===== src/rtl/ipi_pkg.sv =====
package ipi_pkg;
  localparam int unsigned IPI_NCHAN = 4;
  localparam int unsigned IPI_NPROC = 2;
  localparam int unsigned IPI_AW    = 3;
  localparam int unsigned IPI_DW    = 8;
endpackage


===== src/rtl/ipi_regfile.sv =====
module ipi_regfile #(
  parameter int unsigned NCHAN = 4,
  parameter int unsigned NPROC = 2,
  parameter int unsigned AW    = 3,
  parameter int unsigned DW    = 8
) (
  input  logic                   clk,
  input  logic                   rst,
  input  logic                   wr_en,
  input  logic [AW-1:0]          wr_addr,
  input  logic [DW-1:0]          wr_data,
  output logic [NCHAN*NPROC-1:0] set_o,
  output logic [NCHAN-1:0]       mask_q_o,
  output logic [NCHAN-1:0]       mask_d_o
);
  localparam logic [AW-1:0] MASK_ADDR = AW'(NCHAN);

  logic [NCHAN-1:0] mask_q;

  always_comb begin
    for (int c = 0; c < NCHAN; c++) begin
      set_o[c*NPROC +: NPROC] = (wr_en && (wr_addr == AW'(c))) ?
                                wr_data[NPROC-1:0] : '0;
    end
  end

  assign mask_d_o = (wr_en && (wr_addr == MASK_ADDR)) ? wr_data[NCHAN-1:0] : mask_q;

  always_ff @(posedge clk) begin
    if (rst) mask_q <= '0;
    else     mask_q <= mask_d_o;
  end

  assign mask_q_o = mask_q;

  // the mask changes only through a write to its own address
  p_mask_only_by_write_r9: assert property (@(posedge clk) disable iff (rst)
    !(wr_en && (wr_addr == MASK_ADDR)) |=> $stable(mask_q));
endmodule


===== src/rtl/ipi_channel.sv =====
module ipi_channel #(
  parameter int unsigned NPROC = 2
) (
  input  logic             clk,
  input  logic             rst,
  input  logic [NPROC-1:0] set_i,
  input  logic [NPROC-1:0] clr_i,
  output logic [NPROC-1:0] pend_o
);
  logic [NPROC-1:0] pend_q;

  always_ff @(posedge clk) begin
    if (rst) pend_q <= '0;
    else     pend_q <= (pend_q & ~clr_i) | set_i;
  end

  assign pend_o = pend_q;

  // a dispatch always lands, even against a same-cycle clear
  p_set_lands_r2: assert property (@(posedge clk) disable iff (rst)
    (|set_i) |=> ((pend_q & $past(set_i)) == $past(set_i)));

  // without a dispatch, pending flags can only fall
  p_no_spurious_set_r3: assert property (@(posedge clk) disable iff (rst)
    (set_i == '0) |=> ((pend_q & ~$past(pend_q)) == '0));
endmodule


===== src/rtl/ipi_cpu_port.sv =====
module ipi_cpu_port #(
  parameter int unsigned NCHAN     = 4,
  parameter int unsigned CW        = 2,
  parameter bit          LOW_FIRST = 1'b1
) (
  input  logic             clk,
  input  logic             rst,
  input  logic [NCHAN-1:0] pend_i,
  input  logic [NCHAN-1:0] set_i,
  input  logic [NCHAN-1:0] mask_q_i,
  input  logic [NCHAN-1:0] mask_d_i,
  input  logic             ack_i,
  input  logic             eoi_i,
  output logic [NCHAN-1:0] clr_o,
  output logic             irq_o,
  output logic             ack_vld_o,
  output logic [CW-1:0]    ack_chan_o
);
  logic [NCHAN-1:0] elig;
  logic [CW-1:0]    pick;
  logic             grant;
  logic             ins_q, ins_d;
  logic [NCHAN-1:0] pend_nx;
  logic             irq_q, vld_q;
  logic [CW-1:0]    chan_q;

  assign elig = pend_i & ~mask_q_i;

  generate
    if (LOW_FIRST) begin : g_low
      always_comb begin
        pick = '0;
        for (int c = NCHAN-1; c >= 0; c--) if (elig[c]) pick = CW'(c);
      end
    end else begin : g_high
      always_comb begin
        pick = '0;
        for (int c = 0; c < NCHAN; c++) if (elig[c]) pick = CW'(c);
      end
    end
  endgenerate

  assign grant = ack_i && !ins_q && (|elig);

  always_comb begin
    clr_o = '0;
    if (grant) clr_o[pick] = 1'b1;
  end

  always_comb begin
    if (grant)      ins_d = 1'b1;
    else if (eoi_i) ins_d = 1'b0;
    else            ins_d = ins_q;
  end

  assign pend_nx = (pend_i & ~clr_o) | set_i;

  always_ff @(posedge clk) begin
    if (rst) begin
      ins_q  <= 1'b0;
      irq_q  <= 1'b0;
      vld_q  <= 1'b0;
      chan_q <= '0;
    end else begin
      ins_q <= ins_d;
      irq_q <= (|(pend_nx & ~mask_d_i)) && !ins_d;
      vld_q <= grant;
      if (ack_i) chan_q <= grant ? pick : '0;
    end
  end

  assign irq_o      = irq_q;
  assign ack_vld_o  = vld_q;
  assign ack_chan_o = chan_q;

  // a granted acknowledge opens a service period
  p_ack_enters_service_r5: assert property (@(posedge clk) disable iff (rst)
    vld_q |-> ins_q);

  // no request is raised while in service
  p_irq_low_in_service_r5: assert property (@(posedge clk) disable iff (rst)
    ins_q |-> !irq_q);

  // an acknowledge while in service is refused
  p_refuse_in_service_r6: assert property (@(posedge clk) disable iff (rst)
    (ack_i && ins_q) |=> !vld_q);

  // end-of-interrupt without a new grant closes service
  p_eoi_closes_r7: assert property (@(posedge clk) disable iff (rst)
    (eoi_i && !ack_i) |=> !ins_q);

  // masked channels are never cleared
  p_masked_kept_r9: assert property (@(posedge clk) disable iff (rst)
    (clr_o & mask_q_i) == '0);

  // the granted channel was the lowest deliverable one
  p_lowest_first_r4: assert property (@(posedge clk) disable iff (rst)
    (grant && LOW_FIRST) |-> ((elig & ((NCHAN'(1) << pick) - NCHAN'(1))) == '0));
endmodule


===== src/rtl/ipi_dispatch_unit.sv =====
module ipi_dispatch_unit #(
  parameter int unsigned NCHAN = ipi_pkg::IPI_NCHAN,
  parameter int unsigned NPROC = ipi_pkg::IPI_NPROC,
  parameter int unsigned AW    = ipi_pkg::IPI_AW,
  parameter int unsigned DW    = ipi_pkg::IPI_DW,
  parameter int unsigned CW    = (NCHAN > 1) ? $clog2(NCHAN) : 1
) (
  input  logic                clk,
  input  logic                rst,
  input  logic                wr_en,
  input  logic [AW-1:0]       wr_addr,
  input  logic [DW-1:0]       wr_data,
  input  logic [NPROC-1:0]    ack,
  input  logic [NPROC-1:0]    eoi,
  output logic [NPROC-1:0]    irq,
  output logic [NPROC-1:0]    ack_vld,
  output logic [NPROC*CW-1:0] ack_chan
);
  logic [NCHAN*NPROC-1:0] set_flat;
  logic [NCHAN*NPROC-1:0] pend_flat;
  logic [NCHAN*NPROC-1:0] clr_flat;
  logic [NCHAN-1:0]       mask_q, mask_d;

  logic [NPROC-1:0][NCHAN-1:0] pend_by_cpu;
  logic [NPROC-1:0][NCHAN-1:0] set_by_cpu;
  logic [NPROC-1:0][NCHAN-1:0] clr_by_cpu;

  ipi_regfile #(.NCHAN(NCHAN), .NPROC(NPROC), .AW(AW), .DW(DW)) u_regs (
    .clk      (clk),
    .rst      (rst),
    .wr_en    (wr_en),
    .wr_addr  (wr_addr),
    .wr_data  (wr_data),
    .set_o    (set_flat),
    .mask_q_o (mask_q),
    .mask_d_o (mask_d)
  );

  always_comb begin
    for (int p = 0; p < NPROC; p++) begin
      for (int c = 0; c < NCHAN; c++) begin
        pend_by_cpu[p][c]      = pend_flat[c*NPROC + p];
        set_by_cpu[p][c]       = set_flat[c*NPROC + p];
        clr_flat[c*NPROC + p]  = clr_by_cpu[p][c];
      end
    end
  end

  generate
    for (genvar c = 0; c < NCHAN; c++) begin : g_chan
      ipi_channel #(.NPROC(NPROC)) u_chan (
        .clk    (clk),
        .rst    (rst),
        .set_i  (set_flat[c*NPROC +: NPROC]),
        .clr_i  (clr_flat[c*NPROC +: NPROC]),
        .pend_o (pend_flat[c*NPROC +: NPROC])
      );
    end

    for (genvar p = 0; p < NPROC; p++) begin : g_cpu
      ipi_cpu_port #(.NCHAN(NCHAN), .CW(CW), .LOW_FIRST(1'b1)) u_port (
        .clk        (clk),
        .rst        (rst),
        .pend_i     (pend_by_cpu[p]),
        .set_i      (set_by_cpu[p]),
        .mask_q_i   (mask_q),
        .mask_d_i   (mask_d),
        .ack_i      (ack[p]),
        .eoi_i      (eoi[p]),
        .clr_o      (clr_by_cpu[p]),
        .irq_o      (irq[p]),
        .ack_vld_o  (ack_vld[p]),
        .ack_chan_o (ack_chan[p*CW +: CW])
      );

      // a raised request always has an unmasked pending source
      p_irq_has_source_r2: assert property (@(posedge clk) disable iff (rst)
        irq[p] |-> (|(pend_by_cpu[p] & ~mask_q)));

      // a processor clears only its own pending flags
      p_own_clear_only_r11: assert property (@(posedge clk) disable iff (rst)
        !ack[p] |-> (clr_by_cpu[p] == '0));
    end
  endgenerate
endmodule


===== config.mk =====
export PLATFORM = sky130hd
export DESIGN_NAME = ipi_dispatch_unit
export DESIGN_NICKNAME = d
export VERILOG_FILES = /design/src/rtl/ipi_pkg.sv /design/src/rtl/ipi_regfile.sv /design/src/rtl/ipi_channel.sv /design/src/rtl/ipi_cpu_port.sv /design/src/rtl/ipi_dispatch_unit.sv
export SDC_FILE = /design/constraint.sdc
export NUM_CORES = 1
export LEC_CHECK = 0
export ABC_AREA = 1
export BUFFER_PORTS_ARGS = -buffer_cell sky130_fd_sc_hd__buf_2
export CAP_MARGIN = 15
export CORE_UTILIZATION = 47
export DETAILED_ROUTE_END_ITERATION = 8
export HOLD_SLACK_MARGIN = 0.08
export PLACE_DENSITY = 0.74
export SLEW_MARGIN = 20
export SYNTH_ARGS = -nofsm -noshare
export SYNTH_HDL_FRONTEND = slang
export SYNTH_SLANG_ARGS = --single-unit

===== constraint.sdc =====
create_clock -name clk -period 1.2 [get_ports clk]
set_input_delay 0.24 -clock clk [delete_from_list [all_inputs] [get_ports clk]]
set_output_delay 0.24 -clock clk [all_outputs]
set_load 0.03 [all_outputs]

==> results.ini <==
[critical_path]
cp-start-kind=flop
timing.rr.start=g_chan[3].u_chan.pend_o[0]
endpoint=g_cpu[0].u_port.irq_o
crit_required_ns=1.43
crit_family=simple AND/OR/NAND/NOR gates
cp_common_cell=nand2_1
setup.worst_path.end_class=flop
cp-startpoint=g_chan[3].u_chan.pend_o[0]
timing.rr.end=g_cpu[0].u_port.irq_o
critPathMaxFanout=3
worstPathArrival_ns=1.61
cpMaxStageDelayCell=dfxtp_2
regToRegSetupSlack_ns=-0.18
critical_path_class=reg2reg
path_cells=inv_1 -> nor2_1 -> nand2_1 -> nand2_1 -> nand2_2 -> nor2_2 -> nand2_1 -> nand2_1 -> nand2_1 -> nand2_1 -> nand2_1 -> nor2_2 -> nor2_1
cpPeakStageDelay_ns=0.38
ff2ff_path_depth=13
cp.buffers_inverters=1
worst-path-stages=13

[min_path]
hp-class=in2reg

[routing]
first_iter_violations=34
drc=0
routed_wl_um=2930
first_pass_iters=4
num_vias=1216
avgRoutedWirePerCell_um=11.9
viasPerCell=4.94
postRouteAntennaNets=0

[cells_and_area]
area_delta_synth_final_pct=42.7
drive_above_1_share_pct=46.3
fill_cells=191
nets=237
n_antenna_cell=0
instances_no_fill=246
utilization_pct=72.2

[global_route]
grt_max_degree=23
antenna_found_initial=0
first_global_vias=1107
grt_pass1_wl_um=4660
gr-total-overflow=0
grt_usage_pct=24.6

[timing]
fin_crit_ns=1.38
min_period_over_period_pct=115
fin_skew_ns=0.00974
grt_setup_unrepaired=yes
relSlewSlack_pct=71.8
setup_ws_ns=-0.179
holdWs_ns=0.146
max_freq_ghz=0.725
final_max_slew_viol_count=0
hold_viol=0
setup_viol=7
tightestPinTransition_ns=0.423

[yosys]
synth_cell_types=23
yosysTopAreaCell=dfxtp_1
synthTopCellsByArea=dfxtp_1, nand2_1, nor2_1
syn_inst=172
synth_xor_area_share_pct=0
ys_seq_area_share_pct=39.0
synth_nets=190
syn_area_per_cell_um2=6.57
yosysTopAreaCellShare_pct=39.0
ys_ff_latch=22
synthMuxAreaShare_pct=0
syn_area_um2=1130
synth-compound-area-share_pct=10.4
synth_top_family_by_area=simple AND/OR/NAND/NOR gates
synth_simple_gate_area_share_pct=38.6
synthAdderAreaFrac_pct=0
yosysWarnings=0

[clock_tree]
cts_sinks=22
htreeDepth=1
path_clk_slew_ns=0.13
numCtsBuffers=3
holdBufCountCts=0
clock_latency_ns=0.33
clockBufferDepth=2
ctsRootBufferMaster=clkbuf_4
cts_tree=built

[power_and_ir_drop]
sw_frac_of_total_pct=25.9
power_mw=1.62
p_comb_share_pct=16.5
power.leakage_nw=0.801
cellInternalPower_mw=1.20
p_per_area_nw_per_um2=1000
power_frac_seq_pct=47.2
ir_drop_uv=623
switchingPower_mw=0.418
p_clk_share_pct=36.3

[run_status]
violations=negative setup slack
status=finished with violations

[floorplanning]
die_w_um=51.0
die_h_um=51.0
core_um2=2230
rows=17
start_util_pct=50.6
num_io_pins=26
die_area_um2=2600

[place]
dp_slack_ns=-0.147
place.gp.congestion=0.792
dp_cells=239
io_buffers=21
hpwl_um=2050

[flow_run]
drv_cap=0

[registers in the layout (all words and copies together) (netlist names)]
register                 flops
g_cpu.u_port.ack_vld_o       2
g_cpu.u_port.irq_o           2
g_cpu.u_port.ack_chan_o      4
u_regs.mask_q_o              4
g_cpu.u_port.ins_q           2
g_chan.u_chan.pend_o         8
[worst min path at each step]
stage,from,to,cells after the start
4_1_cts,eoi[1],g_cpu[1].u_port.ins_q,4
6_report,eoi[1],g_cpu[1].u_port.ins_q,4
5_1_grt,eoi[1],g_cpu[1].u_port.ins_q,4
3_3_place_gp,g_cpu[0].u_port.ack_chan_o[1],g_cpu[0].u_port.ack_chan_o[1],2
3_5_place_dp,g_cpu[0].u_port.ack_chan_o[0],g_cpu[0].u_port.ack_chan_o[0],2
2_1_floorplan,rst,g_cpu[1].u_port.irq_o,3
[timing repair]
action,in CTS,in global routing
endpoints found under the setup margin,9,14
endpoints found under the hold margin,0,0
buffers inserted,0,3
pin swaps,3,4
resized for setup,21,25
[metal layers]
| metal | vias to the layer above | wire length, um | global-route usage [%] |
|---|---|---|---|
| li1 | 616 | - | - |
| met1 | 551 | 1230 | 27.8 |
| met2 | 40 | 1480 | 43.9 |
| met3 | 9 | 126 | 2.98 |
| met4 | 0 | 93 | 14.4 |
| met5 | - | 0 | 0 |
[placed cells by master (no fill, tap or decap), types with 6 or more instances in the layout]
cell | netlist | layout
nand2_1 | 52 | 42
buf_4 | 4 | 27
buf_2 | 0 | 21
nor2_1 | 23 | 20
inv_1 | 21 | 19
dfxtp_1 | 22 | 14
nand2_2 | 5 | 10
a21oi_1 | 10 | 7
dfxtp_2 | 0 | 7
o21ai_1 | 6 | 6
[cell families after synthesis]
family	count (synthesis)
AOI/OAI and AO/OA	22
buffers and inverters	32
DFF	22
and+or+nand+nor	96
[cells in the mapped netlist]
cell / count
nor4_1: 1
o21ai_0: 4
and3_1: 1
nor3_1: 1
nand2_1: 52
inv_1: 21
buf_4: 4
nand2_2: 5
inv_2: 5
nand3_2: 1
nand3_1: 3
nand4_1: 1
clkbuf_1: 2
nor2_4: 2
nand3_4: 1
or2_4: 1
nor2_2: 3
nand3b_1: 1
o21ai_2: 2
o21ai_1: 6
nor2_1: 23
a21oi_1: 10
dfxtp_1: 22
[power groups by stage]
| stage | clock network, mW | logic (mW) | registers (mW) |
|---|---|---|---|
| 2_1_floorplan | 0 | 0.133 | 0.777 |
| 3_3_place_gp | 0 | 0.222 | 0.775 |
| 3_5_place_dp | 0 | 0.231 | 0.776 |
| 4_1_cts | 0.594 | 0.244 | 0.761 |
| 5_1_grt | 0.610 | 0.292 | 0.765 |
| 6_report | 0.587 | 0.267 | 0.763 |
[final cells by class]
class | instances | area, um2 | share of cell area [%]
clock buffer | 3 | 22.5 | 1.40
clock inverter | 1 | 30.0 | 1.86
inverter | 26 | 108 | 6.67
multi-input combinational | 118 | 657 | 40.7
sequential | 22 | 453 | 28.1
tap | 28 | 35.0 | 2.17
timing repair buffer | 48 | 308 | 19.1
[tightest hold or removal path: stages]
cell and delay, ns:
buf_2 0.09, o21ai_2 0.05, inv_1 0.04, nor2_1 0.03
[through the flow]
stage	cell area [um2]	TNS (ns)
finish	1610	-0.558
global route	1610	-1.42
CTS	1510	-0.296
detailed placement	1410	-0.477
global placement	1410	-0.170
floorplan	1130	0
Power figures use the tool's default switching activity.
